$ cat src/rtl/asm_pkg.sv
`timescale 1ns/1ps
package asm_pkg;

   typedef enum logic [1:0] {
      KIND_NONE  = 2'd0,
      KIND_SAME  = 2'd1,
      KIND_CROSS = 2'd2
   } viol_kind_e;

endpackage

$ cat src/rtl/asm_gap_tracker.sv
`timescale 1ns/1ps
module asm_gap_tracker #(
   parameter int IW = 8
) (
   input  logic          clk,
   input  logic          rst_n,
   input  logic          clr,
   input  logic          hit,
   output logic [IW-1:0] age_o,
   output logic          seen_o
);
   localparam logic [IW-1:0] AGE_MAX = '1;
   localparam logic [IW-1:0] AGE_ONE = IW'(1);

   always_ff @(posedge clk or negedge rst_n) begin
      if (!rst_n) begin
         seen_o <= 1'b0;
         age_o  <= '0;
      end else if (clr) begin
         seen_o <= 1'b0;
         age_o  <= '0;
      end else if (hit) begin
         seen_o <= 1'b1;
         age_o  <= AGE_ONE;
      end else if (seen_o && (age_o != AGE_MAX)) begin
         age_o  <= age_o + AGE_ONE;
      end
   end


   clear_forgets_chk: assert property (@(posedge clk) disable iff (!rst_n)
      clr |=> !seen_o);


   age_no_wrap_chk: assert property (@(posedge clk) disable iff (!rst_n)
      (seen_o && !hit && !clr) |=> (age_o >= $past(age_o)));

endmodule

$ cat src/rtl/asm_act_history.sv
`timescale 1ns/1ps
module asm_act_history #(
   parameter int NUM_BG = 4,
   parameter int BG_W   = 2,
   parameter int IW     = 8
) (
   input  logic                       clk,
   input  logic                       rst_n,
   input  logic                       clr,
   input  logic                       hit,
   input  logic [BG_W-1:0]            hit_bg,
   output logic [NUM_BG-1:0][IW-1:0]  age_o,
   output logic [NUM_BG-1:0]          seen_o,
   output logic [IW-1:0]              any_age_o,
   output logic                       any_seen_o,
   output logic [BG_W-1:0]            last_bg_o
);

   for (genvar g = 0; g < NUM_BG; g++) begin : g_trk
      logic grp_hit;
      assign grp_hit = hit && (hit_bg == BG_W'(g));
      asm_gap_tracker #(.IW(IW)) u_trk (
         .clk    (clk),
         .rst_n  (rst_n),
         .clr    (clr),
         .hit    (grp_hit),
         .age_o  (age_o[g]),
         .seen_o (seen_o[g])
      );
   end

   asm_gap_tracker #(.IW(IW)) u_any (
      .clk    (clk),
      .rst_n  (rst_n),
      .clr    (clr),
      .hit    (hit),
      .age_o  (any_age_o),
      .seen_o (any_seen_o)
   );

   always_ff @(posedge clk or negedge rst_n) begin
      if (!rst_n)   last_bg_o <= '0;
      else if (hit) last_bg_o <= hit_bg;
   end


   last_group_chk: assert property (@(posedge clk) disable iff (!rst_n)
      hit |=> (last_bg_o == $past(hit_bg)));

endmodule

$ cat src/rtl/asm_spacing_judge.sv
`timescale 1ns/1ps
module asm_spacing_judge
   import asm_pkg::*;
#(
   parameter int NUM_BG = 4,
   parameter int BG_W   = 2,
   parameter int IW     = 8
) (
   input  logic                       clk,
   input  logic                       rst_n,
   input  logic                       act_i,
   input  logic [BG_W-1:0]            bg_i,
   input  logic [IW-1:0]              same_gap_i,
   input  logic [IW-1:0]              cross_gap_i,
   input  logic [NUM_BG-1:0][IW-1:0]  age_i,
   input  logic [NUM_BG-1:0]          seen_i,
   input  logic [IW-1:0]              any_age_i,
   input  logic                       any_seen_i,
   input  logic [BG_W-1:0]            last_bg_i,
   output logic                       detect_o,
   output logic                       pulse_o,
   output logic [1:0]                 kind_o,
   output logic [BG_W-1:0]            bg_o,
   output logic [IW-1:0]              req_o,
   output logic [IW-1:0]              meas_o
);
   logic           same_bad, cross_bad;
   logic [IW-1:0]  grp_age;
   viol_kind_e     kind_n;
   logic [IW-1:0]  req_n, meas_n;

   always_comb begin
      grp_age   = age_i[bg_i];
      same_bad  = seen_i[bg_i] && (grp_age < same_gap_i);
      cross_bad = any_seen_i && (bg_i != last_bg_i) && (any_age_i < cross_gap_i);
      detect_o  = act_i && (same_bad || cross_bad);
      if (same_bad) begin
         kind_n = KIND_SAME;
         req_n  = same_gap_i;
         meas_n = grp_age;
      end else if (cross_bad) begin
         kind_n = KIND_CROSS;
         req_n  = cross_gap_i;
         meas_n = any_age_i;
      end else begin
         kind_n = KIND_NONE;
         req_n  = '0;
         meas_n = '0;
      end
   end

   always_ff @(posedge clk or negedge rst_n) begin
      if (!rst_n) begin
         pulse_o <= 1'b0;
         kind_o  <= KIND_NONE;
         bg_o    <= '0;
         req_o   <= '0;
         meas_o  <= '0;
      end else begin
         pulse_o <= detect_o;
         kind_o  <= detect_o ? kind_n : KIND_NONE;
         bg_o    <= detect_o ? bg_i   : '0;
         req_o   <= detect_o ? req_n  : '0;
         meas_o  <= detect_o ? meas_n : '0;
      end
   end


   meas_below_req_chk: assert property (@(posedge clk) disable iff (!rst_n)
      pulse_o |-> (meas_o < req_o));


   same_group_wins_chk: assert property (@(posedge clk) disable iff (!rst_n)
      (act_i && seen_i[bg_i] && (age_i[bg_i] < same_gap_i))
         |=> (pulse_o && (kind_o == KIND_SAME)));


   first_act_quiet_chk: assert property (@(posedge clk) disable iff (!rst_n)
      (act_i && !any_seen_i) |=> !pulse_o);

endmodule

$ cat src/rtl/asm_sat_counter.sv
`timescale 1ns/1ps
module asm_sat_counter #(
   parameter int W = 16
) (
   input  logic         clk,
   input  logic         rst_n,
   input  logic         clr,
   input  logic         inc,
   output logic [W-1:0] count_o
);
   localparam logic [W-1:0] CNT_MAX = '1;

   always_ff @(posedge clk or negedge rst_n) begin
      if (!rst_n)                          count_o <= '0;
      else if (clr)                        count_o <= '0;
      else if (inc && count_o != CNT_MAX)  count_o <= count_o + W'(1);
   end


   count_step_chk: assert property (@(posedge clk) disable iff (!rst_n)
      (inc && !clr && (count_o != CNT_MAX)) |=> (count_o == $past(count_o) + W'(1)));


   count_hold_chk: assert property (@(posedge clk) disable iff (!rst_n)
      ((count_o == CNT_MAX) && !clr) |=> (count_o == CNT_MAX));


   count_clear_chk: assert property (@(posedge clk) disable iff (!rst_n)
      clr |=> (count_o == '0));

endmodule

$ cat src/rtl/act_spacing_monitor.sv
`timescale 1ns/1ps
module act_spacing_monitor #(
   parameter int NUM_BG    = 4,
   parameter int IW        = 8,
   parameter int CNT_W     = 16,
   localparam int BG_W     = $clog2(NUM_BG)
) (
   input  logic             clk,
   input  logic             rst_n,
   input  logic             clr,
   input  logic             cmd_valid,
   input  logic             cmd_is_act,
   input  logic [BG_W-1:0]  cmd_bg,
   input  logic [IW-1:0]    cfg_same_gap,
   input  logic [IW-1:0]    cfg_cross_gap,
   output logic             viol_pulse,
   output logic             trig_out,
   output logic [1:0]       viol_kind,
   output logic [BG_W-1:0]  viol_bg,
   output logic [IW-1:0]    viol_required,
   output logic [IW-1:0]    viol_measured,
   output logic [CNT_W-1:0] viol_count
);

   if (NUM_BG < 2 || (NUM_BG & (NUM_BG - 1)) != 0) begin : g_bad_bg
      $error("NUM_BG must be a power of two, at least 2");
   end
   if (IW < 3) begin : g_bad_iw
      $error("IW must be at least 3");
   end
   if (CNT_W < 2) begin : g_bad_cnt
      $error("CNT_W must be at least 2");
   end

   logic                      act_hit;
   logic [NUM_BG-1:0][IW-1:0] age;
   logic [NUM_BG-1:0]         seen;
   logic [IW-1:0]             any_age;
   logic                      any_seen;
   logic [BG_W-1:0]           last_bg;
   logic                      detect;
   logic                      trig_q;

   assign act_hit = cmd_valid && cmd_is_act && !clr;

   asm_act_history #(.NUM_BG(NUM_BG), .BG_W(BG_W), .IW(IW)) u_hist (
      .clk        (clk),
      .rst_n      (rst_n),
      .clr        (clr),
      .hit        (act_hit),
      .hit_bg     (cmd_bg),
      .age_o      (age),
      .seen_o     (seen),
      .any_age_o  (any_age),
      .any_seen_o (any_seen),
      .last_bg_o  (last_bg)
   );

   asm_spacing_judge #(.NUM_BG(NUM_BG), .BG_W(BG_W), .IW(IW)) u_judge (
      .clk         (clk),
      .rst_n       (rst_n),
      .act_i       (act_hit),
      .bg_i        (cmd_bg),
      .same_gap_i  (cfg_same_gap),
      .cross_gap_i (cfg_cross_gap),
      .age_i       (age),
      .seen_i      (seen),
      .any_age_i   (any_age),
      .any_seen_i  (any_seen),
      .last_bg_i   (last_bg),
      .detect_o    (detect),
      .pulse_o     (viol_pulse),
      .kind_o      (viol_kind),
      .bg_o        (viol_bg),
      .req_o       (viol_required),
      .meas_o      (viol_measured)
   );

   asm_sat_counter #(.W(CNT_W)) u_cnt (
      .clk     (clk),
      .rst_n   (rst_n),
      .clr     (clr),
      .inc     (detect),
      .count_o (viol_count)
   );

   always_ff @(posedge clk or negedge rst_n) begin
      if (!rst_n) trig_q <= 1'b0;
      else        trig_q <= detect;
   end
   assign trig_out = trig_q;


   trig_counted_chk: assert property (@(posedge clk) disable iff (!rst_n)
      trig_out |-> (viol_count != '0));

endmodule

$ cat config.mk
export PLATFORM = sky130hd
export DESIGN_NAME = act_spacing_monitor
export DESIGN_NICKNAME = d
export VERILOG_FILES = /design/src/rtl/asm_pkg.sv /design/src/rtl/asm_gap_tracker.sv /design/src/rtl/asm_act_history.sv /design/src/rtl/asm_spacing_judge.sv /design/src/rtl/asm_sat_counter.sv /design/src/rtl/act_spacing_monitor.sv
export SDC_FILE = /design/constraint.sdc
export NUM_CORES = 1
export LEC_CHECK = 0
export CORE_MARGIN = 3
export CORE_UTILIZATION = 55
export DETAILED_ROUTE_END_ITERATION = 8
export GPL_TIMING_DRIVEN = 1
export PLACE_DENSITY = 0.8
export SYNTH_ARGS = -nofsm -noshare
export SYNTH_HDL_FRONTEND = slang
export SYNTH_SLANG_ARGS = --single-unit
$ cat constraint.sdc
create_clock -name clk -period 3.3 [get_ports clk]
set_input_delay 0.66 -clock clk [delete_from_list [all_inputs] [get_ports clk]]
set_output_delay 0.66 -clock clk [all_outputs]
set_load 0.05 [all_outputs]
==> impl_metrics.py, run 1 <==
metrics = {
    "status": {
        "outcome": "finished, final reports clean",
    },
    "cells_and_area": {
        "nets": 574,
        "post-route-util_pct": 71.1,
        "drive_above_1_share_pct": 9.89,
        "fin_cells": 638,
        "area_growth_pct": 23.4,
        "insertedDiodeCount": 0,
    },
    "power": {
        "cellPowerDensity_nw_per_um2": 386,
        "leakage_nw": 2.48,
        "power_mw": 2.17,
        "vdd_ir_drop_max_mv": 0.237,
    },
    "floorplanning": {
        "io_pins": 61,
        "initial_core_util_pct": 57.6,
        "die_x_um": 96.9,
        "rows": 32,
        "core_um2": 7890,
        "die_area_um2": 9380,
        "die_y_um": 96.9,
    },
    "worst_setup_path": {
        "worst_ep_arrival_time_ps": 3460,
        "worstSetupEndpointType": "flop",
        "reg2reg_depth": 9,
        "path_class": "input pin to flop",
        "worst-path-max-fanout": 10,
        "cp-start-kind": "input pin",
        "crit_required_ps": 3580,
    },
    "clocking": {
        "cts.sinks": 84,
        "clk_latency_ps": 360,
        "cts_tree": "done",
        "clk_pin_slew_worst_paths_ps": 90,
        "h-tree-depth": 3,
        "cts_buffer_depth": 2,
        "cts_root_buffer": "clkbuf_8",
        "numCtsBuffers": 9,
        "cts_setup_buffers": 0,
    },
    "sta": {
        "clock.fmax_mhz": 314,
        "slew_headroom_pct": 31.9,
        "hold_viol": 0,
        "period_share_pct": 96.5,
        "rsz0062_at_grt": "false",
        "worstMarginPinSlew_ps": 1020,
        "final.min_clock_period_ps": 3180,
        "worst_clock_skew_ps": 11.1,
        "slew_violations": 0,
        "finalSetupViolCount": 0,
    },
    "grt": {
        "grt_max_degree": 85,
        "grt_pass1_vias": 3803,
        "grt_first_pass_wirelength_mm": 19.4,
        "antenna_found_initial": 0,
        "grt.total_usage_pct": 25.3,
        "grt-ovfl-total": 0,
    },
    "placement": {
        "gp_congestion": 0.895,
        "place.port_buffers": 60,
        "dp_cells": 622,
        "dpl.hpwl_mm": 8.18,
    },
    "synth": {
        "avgSynthCellArea_um2": 9.92,
        "synth-seq-area-share_pct": 46.3,
        "ys_seq_elements": 84,
        "yosysUniqueCellTypes": 51,
        "synth_flop_cell": "dfrtp_1",
        "synth_edf_count": 0,
        "synthCells": 458,
        "syn_area_um2": 4540,
        "syn_nets": 501,
        "synthArstFlopShare_pct": 100,
        "synth_warnings": 0,
    },
    "drt": {
        "routed_wl_mm": 11.3,
        "vias": 3796,
        "drt-pass1-iter-count": 4,
        "avgViaCountPerCell": 5.95,
        "drt_iter0_drc": 324,
        "drtAntennaViolNets": 0,
        "post_drt_wl_per_cell_um": 17.7,
        "drc_errors": 0,
    },
    "min_path": {
        "hp-class": "input pin to asynchronous set/reset pin",
    },
    "run": {
        "drv_cap": 0,
    },
}
layout by cell type (no fill, tap or decap), types with 4 or more instances in the layout:
cell	n
dfrtp_1	84
nor2_1	68
clkdlybuf4s50_1	58
nand2_1	29
nand3_1	23
inv_1	22
ha_1	20
buf_4	20
a21oi_1	18
xnor2_1	17
xor2_1	17
nand4_1	16
a22oi_1	16
and3_1	9
or3_1	9
clkbuf_8	9
o21ai_0	7
mux4_2	6
nor3_1	6
mux2i_1	6
a21o_1	5
nand2b_1	5
and2_1	4
nor4_1	4
or4_1	4
o21a_1	4
path summary, 6_finish.rpt:
check	endpoint	startpoint	slack [ps]
hold reg to reg	u_hist.last_bg_o[1]$_DFFE_PN0P_	u_hist.last_bg_o[1]$_DFFE_PN0P_	510
setup reg to reg	u_cnt.count_o[11]$_DFFE_PN0P_	u_hist.g_trk[0].u_trk.age_o[5]$_DFFE_PN0P_	460
hold / removal	u_hist.g_trk[0].u_trk.age_o[6]$_DFFE_PN0P_	rst_n	480
min in group clk	u_hist.last_bg_o[1]$_DFFE_PN0P_	u_hist.last_bg_o[1]$_DFFE_PN0P_	510
max in group asynchronous	u_cnt.count_o[10]$_DFFE_PN0P_	rst_n	2170
setup / recovery	u_cnt.count_o[11]$_DFFE_PN0P_	cmd_bg[1]	120
critical path: stages:
cell,delay [ps]
clkdlybuf4s50_1,600
buf_4,240
mux4_2,340
ha_1,310
a21o_1,170
a21oi_2,200
a21boi_4,120
buf_12,150
or4_1,490
a21oi_1,160
state kept, by name, summed over array words and instances (netlist names):
register	count
u_judge.meas_o	8
u_hist.last_bg_o	2
u_judge.kind_o	2
u_hist.u_any.seen_o	1
u_hist.u_any.age_o	8
u_hist.g_trk.u_trk.seen_o	4
u_cnt.count_o	16
u_judge.pulse_o	1
u_hist.g_trk.u_trk.age_o	32
u_judge.req_o	8
u_judge.bg_o	2
synth_stat cells, drive strengths merged (8+ instances only):
| library cell | number | area (um^2) |
|---|---|---|
| and3 | 9 | 56.3 |
| a22oi | 16 | 120 |
| nand2 | 29 | 109 |
| a21oi | 19 | 95.1 |
| xnor2 | 17 | 149 |
| clkbuf | 11 | 41.3 |
| ha | 20 | 250 |
| o21ai | 9 | 45.0 |
| buf | 8 | 52.6 |
| nand4 | 16 | 100 |
| xor2 | 17 | 149 |
| mux4 | 9 | 214 |
| nor2 | 68 | 255 |
| dfrtp | 84 | 2100 |
| inv | 22 | 82.6 |
| nand3 | 23 | 115 |
| or3 | 9 | 56.3 |
power by group:
group	internal (mW)	switching (mW)	leakage [nW]	total [mW]
registers	1.04	0.0166	1.17	1.06
logic	0.0934	0.133	1.21	0.226
clock network	0.503	0.377	0.109	0.880
routing by layer:
| metal | share of wire, % | global-route usage, % | vias up |
|---|---|---|---|
| met2 | 47 | 41.2 | 183 |
| met5 | 0 | 0 | - |
| met3 | 7.7 | 4.61 | 24 |
| met4 | 2.3 | 7.45 | 0 |
| met1 | 43 | 34.7 | 1819 |
| li1 | - | - | 1770 |
logic make-up (layout without fill, tap and decap cells):
logic type / count (synthesis) / in the layout / synth area share [%]
and+or+nand+nor: 188 / 188 / 20.1
DFF: 84 / 84 / 46.3
AOI/OAI and AO/OA: 73 / 73 / 11.0
buffers and inverters: 42 / 120 / 3.97
xor gates and xnor gates: 34 / 34 / 6.56
adders and majority gates: 20 / 20 / 5.51
muxes: 17 / 17 / 6.53
repair_timing:
| item | CTS | global route |
|---|---|---|
| hold buffers | 0 | 0 |
| gates resized for setup | 7 | 0 |
| hold endpoints to repair | 0 | 0 |
| endpoints found under the setup margin | 31 | 0 |
area by class of cell:
| type | count | area (um^2) |
|---|---|---|
| sequential | 84 | 2100 |
| tap | 102 | 128 |
| clock buffer | 10 | 128 |
| inverter | 23 | 86.3 |
| clock inverter | 6 | 113 |
| timing repair buffer | 81 | 771 |
| fill | 599 | 2280 |
| multi-input combinational | 332 | 2280 |
per-stage QoR:
stage	TNS, ps	hold slack (ps)	worst slack [ps]	area [um^2]
after global routing	0	564	9.46	5610
final	0	483	117	5610
after detailed placement	-14810	492	-493	5340
after CTS	0	513	148	5610
after global placement	-11370	481	-374	5340
after floorplan	0	364	49.6	4540
Power figures use the tool's default switching activity.
==> run 2: changes to the inputs <==
==> constraint.sdc (replaced) <==
create_clock -name clk -period 3.25 [get_ports clk]
set_input_delay 0.65 -clock clk [delete_from_list [all_inputs] [get_ports clk]]
set_output_delay 0.65 -clock clk [all_outputs]
set_load 0.05 [all_outputs]
==> impl_metrics.py, run 2 (synthesis results as in run 1) <==
metrics = {
    "status": {
        "outcome": "finished, final reports clean",
    },
    "clocking": {
        "cts_root_buffer": "clkbuf_8",
        "cts_tree": "done",
        "cts_setup_buffers": 0,
        "numCtsBuffers": 9,
        "clk_latency_ps": 360,
        "h-tree-depth": 3,
        "clk_pin_slew_worst_paths_ps": 90,
        "cts_hold_buf": 0,
        "cts_buffer_depth": 2,
        "cts.sinks": 84,
    },
    "cells_and_area": {
        "post-route-util_pct": 71.4,
        "seqCellArea_um2": 2100,
        "stdcell_area_um2": 5630,
        "largest_register_ffs": 32,
        "final_cell_mix": "dfrtp_1 (84), nor2_1 (68), clkdlybuf4s50_1 (57)",
        "top_regs": "u_hist.g_trk.u_trk.age_o (32), u_cnt.count_o (16)",
        "fin_cells": 638,
        "drive_above_1_share_pct": 9.89,
        "insertedDiodeCount": 0,
        "final_common_cell": "dfrtp_1",
        "nets": 574,
        "area_growth_pct": 24.0,
        "multi_input_area_um2": 2280,
        "top_register": "u_hist.g_trk.u_trk.age_o",
        "fillers": 591,
    },
    "drt": {
        "vias": 3836,
        "drt_iter0_drc": 239,
        "routed_wl_mm": 11.2,
        "drtAntennaViolNets": 0,
        "post_drt_wl_per_cell_um": 17.6,
        "drc_errors": 0,
        "avgViaCountPerCell": 6.01,
        "drt-pass1-iter-count": 5,
    },
    "sta": {
        "slew_violations": 0,
        "period_share_pct": 93.9,
        "clock.fmax_mhz": 328,
        "final.min_clock_period_ps": 3050,
        "finalSetupViolCount": 0,
        "hold_viol": 0,
        "worstMarginPinSlew_ps": 1040,
        "finalWorstSetupSlack_ps": 198,
        "tns_ps": 0,
        "slew_headroom_pct": 30.7,
        "worst_clock_skew_ps": 9.47,
        "rsz0062_at_grt": "false",
        "whs_ps": 461,
    },
    "worst_setup_path": {
        "worstSetupEndpointType": "flop",
        "cp_cell_sequence": "clkdlybuf4s15_1 > buf_6 > mux4_2 > ha_1 > a21o_1 > a21oi_1 > a21o_2 > a21boi_4 > buf_12 > or4_1 > a21oi_1",
        "crit_start": "cmd_bg[0]",
        "slowest_stage": "mux4_2",
        "r2r-end": "u_cnt.count_o[13]$_DFFE_PN0P_",
        "r2r_slack_ps": 400,
        "cpMostUsedCell": "a21oi_1",
        "cp-start-kind": "input pin",
        "crit_required_ps": 3530,
        "cp_slowest_stage_delay_ps": 520,
        "path_class": "input pin to flop",
        "worst-path-max-fanout": 8,
        "worst_ep_arrival_time_ps": 3330,
        "reg2reg_from": "u_hist.g_trk[0].u_trk.age_o[5]$_DFFE_PN0P_",
        "reg2reg_depth": 9,
        "endpoint": "u_cnt.count_o[13]$_DFFE_PN0P_",
    },
    "grt": {
        "grt-ovfl-total": 0,
        "grt.total_usage_pct": 24.7,
        "grt_max_degree": 85,
        "grt_first_pass_wirelength_mm": 18.8,
        "grt_pass1_vias": 3741,
        "antenna_found_initial": 0,
    },
    "placement": {
        "place.port_buffers": 60,
        "dp_cells": 622,
        "dpl.hpwl_mm": 8.24,
        "placed_area_um2": 5340,
        "place_ws_ps": -548,
        "gp_congestion": 0.895,
    },
    "floorplanning": {
        "io_pins": 61,
        "die_y_um": 96.9,
        "rows": 32,
        "die_x_um": 96.9,
        "core_um2": 7890,
        "die_area_um2": 9380,
        "initial_core_util_pct": 57.6,
    },
    "power": {
        "leakage_nw": 2.51,
        "power_mw": 2.28,
        "vdd_ir_drop_max_mv": 0.177,
        "cellPowerDensity_nw_per_um2": 405,
    },
    "min_path": {
        "hp-class": "input pin to asynchronous set/reset pin",
    },
    "run": {
        "drv_cap": 0,
    },
}
run 2: cell count changes in the layout (fill, tap and decap cells not counted), sizes merged:
cell           previous run  this run
dlygate4sd2               1         0
dlymetal6s2s              0         1
clkinv                    1         2
bufinv                    3         4
clkinvlp                  3         1
clkdlybuf4s50            58        57
clkdlybuf4s15             0         1
run 2: critical path: cells and delay by family:
kind	cells	cell delay, ps
and+or+nand+nor	1	500
buffers and inverters	3	580
AOI/OAI and AO/OA	5	750
adders and majority gates	1	320
muxes	1	520
run 2: worst min path at each step:
stage / startpoint / end / cells past startpoint
after CTS: rst_n / u_judge.meas_o[0]$_DFF_PN0_ / 1
final: rst_n / u_hist.g_trk[0].u_trk.age_o[3]$_DFFE_PN0P_ / 1
after floorplan: rst_n / u_cnt.count_o[0]$_DFFE_PN0P_ / 0
after global placement: u_hist.last_bg_o[1]$_DFFE_PN0P_ / u_hist.last_bg_o[1]$_DFFE_PN0P_ / 2
after detailed placement: u_hist.last_bg_o[1]$_DFFE_PN0P_ / u_hist.last_bg_o[1]$_DFFE_PN0P_ / 2
after global routing: rst_n / u_hist.g_trk[0].u_trk.age_o[3]$_DFFE_PN0P_ / 1
run 2: routing by layer:
metal  GRT usage (%)  wire length [um]  vias to the layer above
li1                -                 -                     1778
met1            33.2              4910                     1870
met2            39.5              5320                      161
met3            4.97               702                       27
met4            9.40               311                        0
met5               0                 0                        -
run 2: layout make-up:
type / count / share of cell area, %
clock buffer: 10 / 2.27
clock inverter: 6 / 2.42
inverter: 23 / 1.53
multi-input combinational: 332 / 40.4
sequential: 84 / 37.3
tap: 102 / 2.27
timing repair buffer: 81 / 13.7
run 2: report_power, final:
part / total, mW / internal [mW] / switching [mW] / leakage, nW
logic: 0.230 / 0.0947 / 0.136 / 1.22
registers: 1.08 / 1.06 / 0.0169 / 1.17
clock network: 0.974 / 0.590 / 0.384 / 0.127
run 2: repair_timing:
item	CTS	global route
gates resized for setup	3	5
endpoints found under the setup margin	31	30
pin swaps	1	0
==> run 3: changes to the inputs <==
--- a/config.mk
+++ b/config.mk
@@ -10,6 +10,7 @@
 export DETAILED_ROUTE_END_ITERATION = 8
 export GPL_TIMING_DRIVEN = 1
 export PLACE_DENSITY = 0.8
+export REMOVE_ABC_BUFFERS = 1
 export SYNTH_ARGS = -nofsm -noshare
 export SYNTH_HDL_FRONTEND = slang
 export SYNTH_SLANG_ARGS = --single-unit
==> constraint.sdc (replaced) <==
create_clock -name clk -period 3.2 [get_ports clk]
set_input_delay 0.64 -clock clk [delete_from_list [all_inputs] [get_ports clk]]
set_output_delay 0.64 -clock clk [all_outputs]
set_load 0.05 [all_outputs]
==> impl_metrics.py, run 3 (synthesis results as in run 1) <==
metrics = {
    "cells_and_area": {
        "top_register": "u_hist.g_trk.u_trk.age_o",
        "top_regs": "u_hist.g_trk.u_trk.age_o (32), u_cnt.count_o (16)",
        "final_cell_mix": "dfrtp_1 (84), nor2_1 (68), clkdlybuf4s50_1 (57)",
        "drive_above_1_share_pct": 10.4,
        "final_common_cell": "dfrtp_1",
        "nets": 579,
        "largest_register_ffs": 32,
        "insertedDiodeCount": 0,
        "area_growth_pct": 22.7,
    },
    "sta": {
        "finalSetupViolCount": 0,
        "rsz0062_at_grt": "false",
        "clock.fmax_mhz": 332,
        "slew_headroom_pct": 30.1,
        "period_share_pct": 94.0,
        "worst_clock_skew_ps": 10.1,
        "final.min_clock_period_ps": 3010,
        "worstMarginPinSlew_ps": 1050,
        "tns_ps": 0,
        "hold_viol": 0,
        "slew_violations": 0,
    },
    "placement": {
        "place.port_buffers": 60,
        "gp_congestion": 0.922,
        "dpl.hpwl_mm": 8.06,
    },
    "min_path": {
        "hp-class": "input pin to asynchronous set/reset pin",
    },
    "worst_setup_path": {
        "crit_required_ps": 3490,
        "cp-start-kind": "input pin",
        "worst_ep_arrival_time_ps": 3300,
        "worstSetupEndpointType": "flop",
        "worst-path-max-fanout": 8,
        "path_class": "input pin to flop",
    },
    "floorplanning": {
        "die_area_um2": 9380,
        "die_x_um": 96.9,
        "core_um2": 7890,
        "rows": 32,
        "initial_core_util_pct": 57.6,
        "die_y_um": 96.9,
        "io_pins": 61,
    },
    "drt": {
        "vias": 3845,
        "avgViaCountPerCell": 5.99,
        "drt_iter0_drc": 303,
        "post_drt_wl_per_cell_um": 17.2,
        "drtAntennaViolNets": 0,
        "drt-pass1-iter-count": 5,
        "routed_wl_mm": 11.0,
        "drc_errors": 0,
    },
    "clocking": {
        "cts.sinks": 84,
        "numCtsBuffers": 9,
        "h-tree-depth": 3,
        "cts_tree": "done",
        "cts_buffer_depth": 2,
        "cts_root_buffer": "clkbuf_8",
        "clk_pin_slew_worst_paths_ps": 90,
        "clk_latency_ps": 360,
        "cts_hold_buf": 0,
    },
    "grt": {
        "grt_first_pass_wirelength_mm": 18.7,
        "gr-usage-met1_pct": 32.2,
        "grt.total_usage_pct": 24.3,
        "grt-ovfl-total": 0,
        "antenna_found_initial": 0,
        "grt-busiest-layer": "met2",
        "grt_pass1_vias": 3823,
        "grt_use_met3_pct": 4.97,
        "met2_usage_pct": 39.6,
        "grt_max_degree": 85,
    },
    "power": {
        "leakage_nw": 2.49,
        "power_mw": 2.13,
        "vdd_ir_drop_max_mv": 0.286,
        "cellPowerDensity_nw_per_um2": 382,
    },
    "status": {
        "outcome": "finished, final reports clean",
    },
    "run": {
        "drv_cap": 0,
    },
}
## run 3: cell types whose count changed in the layout (fill, tap and decap cells not counted), sizes merged
cell,change
clkdlybuf4s15,-1
clkbuf,+1
bufinv,-2
buf,+5
clkinv,+1
dlymetal6s2s,-1
dlygate4sd2,+1
## run 3: routing by layer
layer	part of all wire, %	routed length [um]	up-vias
met1	43	4710	1879
met2	49	5370	146
li1	-	-	1790
met5	0	0	-
met3	5.4	594	30
met4	3.1	338	0
## run 3: worst max-delay path: stages
cell      delay (ps)
clkbuf_2         130
buf_4            160
mux4_2           540
ha_1             330
a21o_1           200
a21oi_1          160
a21o_2           160
a21boi_2         120
buf_4            190
or4_1            530
a21oi_2          150
## run 3: final cells by class
class | instances | area, um^2
Fill cell | 591 | 2320
Multi-Input combinational cell | 332 | 2260
Sequential cell | 84 | 2100
Timing Repair Buffer | 86 | 787
Clock buffer | 10 | 128
Tap cell | 102 | 128
Inverter | 23 | 86.3
Clock inverter | 5 | 77.6
## run 3: what timing repair did
action | 4_1_cts | 5_1_grt
pin swaps | 0 | 0
endpoints found under the hold margin | 0 | 0
setup endpoints to repair | 16 | 4
gates resized for setup | 2 | 3
setup buffers | 0 | 0
## run 3: final timing paths
check                                                            from                                       end  slack [ps]  depth (start not counted)
max in group asynchronous                                       rst_n  u_hist.g_trk[2].u_trk.seen_o$_DFFE_PN0P_        2070                          1
min in group clk                      u_hist.last_bg_o[0]$_DFFE_PN0P_           u_hist.last_bg_o[0]$_DFFE_PN0P_         510                          2
setup / recovery                                            cmd_bg[0]              u_cnt.count_o[9]$_DFFE_PN0P_         190                         11
hold reg to reg                       u_hist.last_bg_o[0]$_DFFE_PN0P_           u_hist.last_bg_o[0]$_DFFE_PN0P_         510                          2
hold / removal                                                  rst_n                u_judge.req_o[5]$_DFF_PN0_         480                          1
setup reg to reg           u_hist.g_trk[1].u_trk.age_o[5]$_DFFE_PN0P_              u_cnt.count_o[9]$_DFFE_PN0P_         290                          9
## run 3: through the flow
stage          utilization, %  hold WS [ps]  instances  setup slack [ps]  area, um^2
2_1_floorplan               -           344        439               124        4450
3_3_place_gp             68.1           483        627              -504        5370
3_5_place_dp             68.1           489        627              -596        5370
4_1_cts                  70.6           509        642              27.1        5570
5_1_grt                  70.6           534        642              26.2        5570
6_report                 70.6           477        642               192        5570
## run 3: where the power goes
part	total, mW	leakage [nW]	switching [mW]	internal, mW
sequential	1.09	1.17	0.0165	1.08
clock	0.817	0.102	0.383	0.433
combinational	0.222	1.22	0.134	0.0884
total	2.13	2.49	0.534	1.60
